--- config.mk ---
export PLATFORM = sky130hd
export DESIGN_NAME = nv_cmd_detect
export DESIGN_NICKNAME = d
export VERILOG_FILES = /design/src/rtl/nvseq_pkg.sv /design/src/rtl/bus_mode_decode.sv /design/src/rtl/unlock_fsm.sv /design/src/rtl/autostore_flag.sv /design/src/rtl/nv_cmd_detect.sv
export SDC_FILE = /design/constraint.sdc
export NUM_CORES = 1
export LEC_CHECK = 0
export BUFFER_PORTS_ARGS = -buffer_cell sky130_fd_sc_hd__clkbuf_2
export CORE_AREA = 4 4 47 49
export DETAILED_ROUTE_END_ITERATION = 10
export DIE_AREA = 0 0 51 53
export GPL_ROUTABILITY_DRIVEN = 0
export PLACE_DENSITY = 0.85
export SLEW_MARGIN = 20
export SYNTH_ARGS = -nofsm -noshare
export SYNTH_HDL_FRONTEND = slang
export SYNTH_SLANG_ARGS = --single-unit
--- constraint.sdc ---
create_clock -name clk -period 2.7 [get_ports clk]
set_clock_uncertainty 0.05 [all_clocks]
set_input_delay 0.135 -clock clk [delete_from_list [all_inputs] [get_ports clk]]
set_output_delay 0.135 -clock clk [all_outputs]
set_load 0.005 [all_outputs]
--- src/rtl/nvseq_pkg.sv ---
package nvseq_pkg;

    localparam int KEY_W = 16;

    typedef enum logic [1:0] {
        MODE_STANDBY = 2'd0,
        MODE_READ    = 2'd1,
        MODE_WRITE   = 2'd2
    } bus_mode_t;

    typedef enum logic [2:0] {
        ST_IDLE = 3'd0,
        ST_K1   = 3'd1,
        ST_K2   = 3'd2,
        ST_K3   = 3'd3,
        ST_K4   = 3'd4,
        ST_K5   = 3'd5
    } seq_state_t;

    localparam int NUM_CMD = 4;
    localparam int CMD_IDX_AS_OFF = 0;
    localparam int CMD_IDX_AS_ON  = 1;
    localparam int CMD_IDX_STORE  = 2;
    localparam int CMD_IDX_RECALL = 3;

    localparam logic [KEY_W-1:0] KEY_1 = 16'h4E38;
    localparam logic [KEY_W-1:0] KEY_2 = 16'hB1C7;
    localparam logic [KEY_W-1:0] KEY_3 = 16'h83E0;
    localparam logic [KEY_W-1:0] KEY_4 = 16'h7C1F;
    localparam logic [KEY_W-1:0] KEY_5 = 16'h703F;

    localparam logic [KEY_W-1:0] OP_AS_OFF = 16'h8B45;
    localparam logic [KEY_W-1:0] OP_AS_ON  = 16'h4B46;
    localparam logic [KEY_W-1:0] OP_STORE  = 16'h8FC0;
    localparam logic [KEY_W-1:0] OP_RECALL = 16'h4C63;

    function automatic logic [NUM_CMD-1:0] op_decode(input logic [KEY_W-1:0] k);
        logic [NUM_CMD-1:0] v;
        v = '0;
        v[CMD_IDX_AS_OFF] = (k == OP_AS_OFF);
        v[CMD_IDX_AS_ON]  = (k == OP_AS_ON);
        v[CMD_IDX_STORE]  = (k == OP_STORE);
        v[CMD_IDX_RECALL] = (k == OP_RECALL);
        return v;
    endfunction

endpackage

--- src/rtl/bus_mode_decode.sv ---
module bus_mode_decode
    import nvseq_pkg::*;
(
    input  logic      ce_n,
    input  logic      we_n,
    input  logic      oe_n,
    input  logic      float_req,
    output bus_mode_t mode,
    output logic      io_oe
);

    always_comb begin
        if (ce_n) begin
            mode = MODE_STANDBY;
        end else if (!we_n) begin
            mode = MODE_WRITE;
        end else begin
            mode = MODE_READ;
        end
    end

    always_comb begin
        io_oe = (mode == MODE_READ) && !oe_n && !float_req;
    end

endmodule

--- src/rtl/unlock_fsm.sv ---
module unlock_fsm
    import nvseq_pkg::*;
(
    input  logic               clk,
    input  logic               rst_n,
    input  logic               strobe,
    input  bus_mode_t          mode,
    input  logic [KEY_W-1:0]   key,
    output logic [NUM_CMD-1:0] pulse,
    output logic               float_req
);

    seq_state_t          state_q, state_d;
    logic [NUM_CMD-1:0]  pulse_q, pulse_d;
    logic [KEY_W-1:0]    expect_key;
    logic [NUM_CMD-1:0]  op_hit;
    logic                rd_access;
    logic                wr_access;

    assign rd_access = strobe && (mode == MODE_READ);
    assign wr_access = strobe && (mode == MODE_WRITE);
    assign op_hit    = op_decode(key);

    always_comb begin
        unique case (state_q)
            ST_IDLE: expect_key = KEY_1;
            ST_K1:   expect_key = KEY_2;
            ST_K2:   expect_key = KEY_3;
            ST_K3:   expect_key = KEY_4;
            ST_K4:   expect_key = KEY_5;
            default: expect_key = '0;
        endcase
    end

    // Next state and command generation
    always_comb begin
        state_d = state_q;
        pulse_d = '0;
        if (wr_access) begin
            state_d = ST_IDLE;
        end else if (rd_access) begin
            unique case (state_q)
                ST_IDLE, ST_K1, ST_K2, ST_K3, ST_K4: begin
                    if (key == expect_key) begin
                        state_d = seq_state_t'(state_q + 3'd1);
                    end else if (key == KEY_1) begin
                        state_d = ST_K1;
                    end else begin
                        state_d = ST_IDLE;
                    end
                end
                ST_K5: begin
                    pulse_d = op_hit;
                    state_d = (key == KEY_1) ? ST_K1 : ST_IDLE;
                end
                default: state_d = ST_IDLE;
            endcase
        end
    end

    // State register
    always_ff @(posedge clk or negedge rst_n) begin
        if (!rst_n) begin
            state_q <= ST_IDLE;
            pulse_q <= '0;
        end else begin
            state_q <= state_d;
            pulse_q <= pulse_d;
        end
    end

    // Outputs
    always_comb begin
        pulse     = pulse_q;
        float_req = (state_q == ST_K5) &&
                    (op_hit[CMD_IDX_STORE] || op_hit[CMD_IDX_RECALL]);
    end

    a_r9_onehot_pulse: assert property (@(posedge clk) disable iff (!rst_n)
        $onehot0(pulse_q));

    a_r9_single_clock: assert property (@(posedge clk) disable iff (!rst_n)
        (|pulse_q) |=> !(|pulse_q));

    a_r7_write_aborts: assert property (@(posedge clk) disable iff (!rst_n)
        wr_access |=> (state_q == ST_IDLE) && !(|pulse_q));

    a_r1_deselect_holds: assert property (@(posedge clk) disable iff (!rst_n)
        (strobe && mode == MODE_STANDBY) |=> $stable(state_q) && !(|pulse_q));

    a_r4_pulse_needs_k5: assert property (@(posedge clk) disable iff (!rst_n)
        !(rd_access && state_q == ST_K5) |=> !(|pulse_q));

endmodule

--- src/rtl/autostore_flag.sv ---
module autostore_flag
    import nvseq_pkg::*;
(
    input  logic               clk,
    input  logic               rst_n,
    input  logic [NUM_CMD-1:0] pulse,
    output logic               enabled
);

    logic flag_q;

    always_ff @(posedge clk or negedge rst_n) begin
        if (!rst_n) begin
            flag_q <= 1'b1;
        end else if (pulse[CMD_IDX_AS_OFF]) begin
            flag_q <= 1'b0;
        end else if (pulse[CMD_IDX_AS_ON]) begin
            flag_q <= 1'b1;
        end
    end

    assign enabled = flag_q;

    a_r10_off_clears: assert property (@(posedge clk) disable iff (!rst_n)
        pulse[CMD_IDX_AS_OFF] |=> !flag_q);

    a_r10_on_sets: assert property (@(posedge clk) disable iff (!rst_n)
        pulse[CMD_IDX_AS_ON] |=> flag_q);

    a_r10_nv_keeps: assert property (@(posedge clk) disable iff (!rst_n)
        (pulse[CMD_IDX_STORE] || pulse[CMD_IDX_RECALL]) |=> $stable(flag_q));

endmodule

--- src/rtl/nv_cmd_detect.sv ---
module nv_cmd_detect
    import nvseq_pkg::*;
#(
    parameter int ADDR_W = 17
) (
    input  logic              clk,
    input  logic              rst_n,
    input  logic              ce_n,
    input  logic              we_n,
    input  logic              oe_n,
    input  logic [ADDR_W-1:0] addr,
    input  logic              strobe,
    output logic              cmd_as_off,
    output logic              cmd_as_on,
    output logic              cmd_store,
    output logic              cmd_recall,
    output logic              autostore_on,
    output logic [1:0]        mode,
    output logic              io_oe
);

    bus_mode_t          mode_w;
    logic               float_w;
    logic [NUM_CMD-1:0] pulse_w;
    logic [KEY_W-1:0]   key_w;

    assign key_w = addr[KEY_W-1:0];

    bus_mode_decode u_decode (
        .ce_n      (ce_n),
        .we_n      (we_n),
        .oe_n      (oe_n),
        .float_req (float_w),
        .mode      (mode_w),
        .io_oe     (io_oe)
    );

    unlock_fsm u_fsm (
        .clk       (clk),
        .rst_n     (rst_n),
        .strobe    (strobe),
        .mode      (mode_w),
        .key       (key_w),
        .pulse     (pulse_w),
        .float_req (float_w)
    );

    autostore_flag u_flag (
        .clk     (clk),
        .rst_n   (rst_n),
        .pulse   (pulse_w),
        .enabled (autostore_on)
    );

    assign mode       = mode_w;
    assign cmd_as_off = pulse_w[CMD_IDX_AS_OFF];
    assign cmd_as_on  = pulse_w[CMD_IDX_AS_ON];
    assign cmd_store  = pulse_w[CMD_IDX_STORE];
    assign cmd_recall = pulse_w[CMD_IDX_RECALL];

    a_r1_standby_float: assert property (@(posedge clk) disable iff (!rst_n)
        ce_n |-> !io_oe && (mode == 2'd0));

    a_r2_write_float: assert property (@(posedge clk) disable iff (!rst_n)
        (!ce_n && !we_n) |-> !io_oe && (mode == 2'd2));

    a_r3_oe_gates: assert property (@(posedge clk) disable iff (!rst_n)
        oe_n |-> !io_oe);

endmodule

==> flow_metrics.tcl <==
set metrics [dict create \
    outcome "finished, final reports clean" \
    fin_nets 154 \
    vias_per_cell 5.586 \
    hp-class "input port to flip-flop" \
    hold_depth 2 \
    start_util_pct 43.95 \
    fin_setup_tns_ns 0 \
    synth-edff-count 0 \
    insertedDiodeCount 0 \
    r2r_start "u_fsm.state_q[1]" \
    rsz0062_at_grt "false" \
    period_minus_slack_ns 2.540 \
    leakage_nw 0.4417 \
    cts.clk_slew.worst_paths_ns 0.07 \
    grt_pass1_wl_microns 3498 \
    clkLatencyLatePin_ns 0.26 \
    clock.fmax_mhz 393.7 \
    die-height_microns 53 \
    pwr_density_cell_mw_per_mm2 267.9 \
    dpl.hpwl_microns 1727 \
    drive_gt1_share_pct 35.20 \
    synth_cells 92 \
    fin_ws_ns 0.1599 \
    grt.total_usage_pct 17.22 \
    cp_cell_sequence "inv_1 -> ha_1 -> nand4_2 -> or4_4 -> nor3_1 -> nor4b_1 -> clkbuf_2" \
    cp.arrival_ns 2.36 \
    grt_overflow 0 \
    drt_iter0_drc 11 \
    yosysSeqAreaShare_pct 24.62 \
    area_growth_pct 24.92 \
    fillers 179 \
    synth_nets 120 \
    coreArea_sq_mm 0.001862 \
    ys_types 45 \
    worst-path-max-fanout 6 \
    cts_inserted_buffers 3 \
    slowest_delay_ns 0.52 \
    antenna_found_initial 0 \
    r2r_cells 6 \
    cts_tree "yes" \
    cts_htree_levels 1 \
    netlist.top_cell.by_area "dfrtp_1" \
    crit_type "flip-flop to output pin" \
    ir_drop_mv 0.1563 \
    fin_area_sq_mm 0.001022 \
    yosysTopAreaCellShare_pct 21.41 \
    dpl_cell_area_sq_um 985.9 \
    drv_cap 0 \
    rrSetupSlack_ns 0.34 \
    ant_nets 0 \
    num_rows 16 \
    drc 0 \
    vias 849 \
    syn_avg_cell_area_sq_um 8.894 \
    cts_sinks 8 \
    wl_per_cell_microns 13.53 \
    clockBufferDepth 2 \
    synth_warnings 0 \
    tightest_slew_ns 0.4979 \
    die_x_microns 51 \
    cp-start-kind "flip-flop" \
    io_buffers 29 \
    post-route-period-util_pct 94.08 \
    crit_slowest_cell "or4_4" \
    hold_ws_ns 0.06433 \
    drtPass1Iterations 4 \
    worstSetupEndpointType "output pin" \
    clock-root-buffer "clkbuf_4" \
    grt_max_degree 15 \
    setup_viol 0 \
    async_flop_share_pct 100.0 \
    yosys-top-cells-area "dfrtp_1, ha_1, nand2_1" \
    die_area_sq_mm 0.002703 \
    drv_slew 0 \
    pin_count 31 \
    synth_flop_cell "dfrtp_1" \
    synth-seq-cells 8 \
    relSlewSlack_pct 66.81 \
    hold_viol_final 0 \
    r2r-end "u_fsm.pulse[0]" \
    pre_cts_slack_ns 0.3640 \
    min_to "u_fsm.pulse[1]" \
    finalPower_uw 273.9 \
    grt_pass1_vias 828 \
    syn-cell-area_sq_um 818.3 \
    hp-start "addr[0]" \
    required_ns 2.52 \
    wl_microns 2056 \
]
layer usage:
| metal | GRT usage [%] | vias to the layer above | part of all wire, % |
|---|---|---|---|
| li1 | - | 423 | - |
| met1 | 17.41 | 403 | 40 |
| met2 | 34.12 | 21 | 54 |
| met3 | 4.789 | 2 | 6.1 |
| met4 | 4.484 | 0 | 0.34 |
| met5 | 0 | - | 0 |
sequential cells by signal, summed over array words and instances (netlist names):
| name | count |
|---|---|
| u_flag.enabled | 1 |
| u_fsm.pulse | 4 |
| u_fsm.state_q | 3 |
cell usage after synthesis (2+ instances only):
| cell | instances |
|---|---|
| inv_1 | 4 |
| nand3_1 | 3 |
| a21oi_1 | 3 |
| or4_4 | 2 |
| ha_1 | 5 |
| nor3_1 | 6 |
| nand2b_1 | 3 |
| o41ai_2 | 2 |
| nor4_1 | 2 |
| dfrtp_1 | 7 |
| nor2_1 | 9 |
| nand3b_1 | 2 |
| nor4b_1 | 2 |
| nand2_1 | 9 |
| nor2b_1 | 3 |
timing repair:
action	in CTS	in global routing
buffers inserted	0	0
resized for setup	0	0
hold buffers	1	0
endpoints found under the setup margin	0	0
hold endpoints to repair	8	0
how the worst max path moves through the flow:
stage	start	end	slack [ns]	cells past startpoint
final	u_fsm.state_q[1]	io_oe	0.16	7
after global routing	u_fsm.state_q[1]	io_oe	0.05	7
after CTS	u_fsm.state_q[1]	io_oe	0.16	7
after detailed placement	u_fsm.state_q[1]	u_fsm.pulse[0]	0.36	6
after global placement	u_fsm.state_q[0]	u_fsm.state_q[0]	0.45	8
after floorplan	u_fsm.state_q[0]	u_fsm.state_q[0]	0.57	8
power by group:
group / switching, mW / total, mW / internal [mW]
clock: 0.0458 / 0.103 / 0.0567
combinational: 0.0286 / 0.0513 / 0.0227
sequential: 0.000000244 / 0.120 / 0.120
worst max-delay path: cells and delay by family (launching register included):
family | cells | cell delay (ns)
flip-flops | 1 | 0.45
adder cells (fa/ha/maj) | 1 | 0.31
buffers and inverters | 2 | 0.24
AND/OR/NAND/NOR | 4 | 1.09
layout by cell type, fill, tap and decap left out, drive strengths merged, types with 2 or more instances in the layout:
master,n
a21oi,3
a2bb2oi,2
clkbuf,33
dfrtp,7
ha,5
inv,4
nand2,9
nand2b,3
nand3,3
nand3b,2
nand4,2
nor2,9
nor2b,4
nor3,7
nor4,2
nor4b,3
o41ai,3
or3,2
or4,3
cell type report:
type,count,area (sq um),area share [%]
tap,27,33.78,3.305
sequential,8,201.4,19.71
multi-input combinational,79,590.6,57.77
inverter,4,15.01,1.469
clock buffer,4,26.28,2.570
timing repair buffer,30,155.1,15.18
logic make-up (layout without fill, tap and decap cells):
group / after synthesis / in the layout / synth area share, %
buffers and inverters: 5 / 38 / 3.210
adder cells (fa/ha/maj): 5 / 5 / 7.645
AND/OR/NAND/NOR: 55 / 55 / 43.58
multiplexers: 1 / 1 / 1.223
XOR/XNOR: 1 / 1 / 1.071
AO/OA/AOI/OAI: 17 / 17 / 18.65
flip-flops: 8 / 8 / 24.62
per-stage QoR:
| step | cells | utilization, % |
|---|---|---|
| 4_1_cts | 152 | 54.91 |
| 3_5_place_dp | 147 | 52.96 |
| 6_report | 152 | 54.91 |
| 3_3_place_gp | 147 | 52.96 |
| 5_1_grt | 152 | 54.91 |
| 2_1_floorplan | 92 | - |
Power figures use the tool's default switching activity.
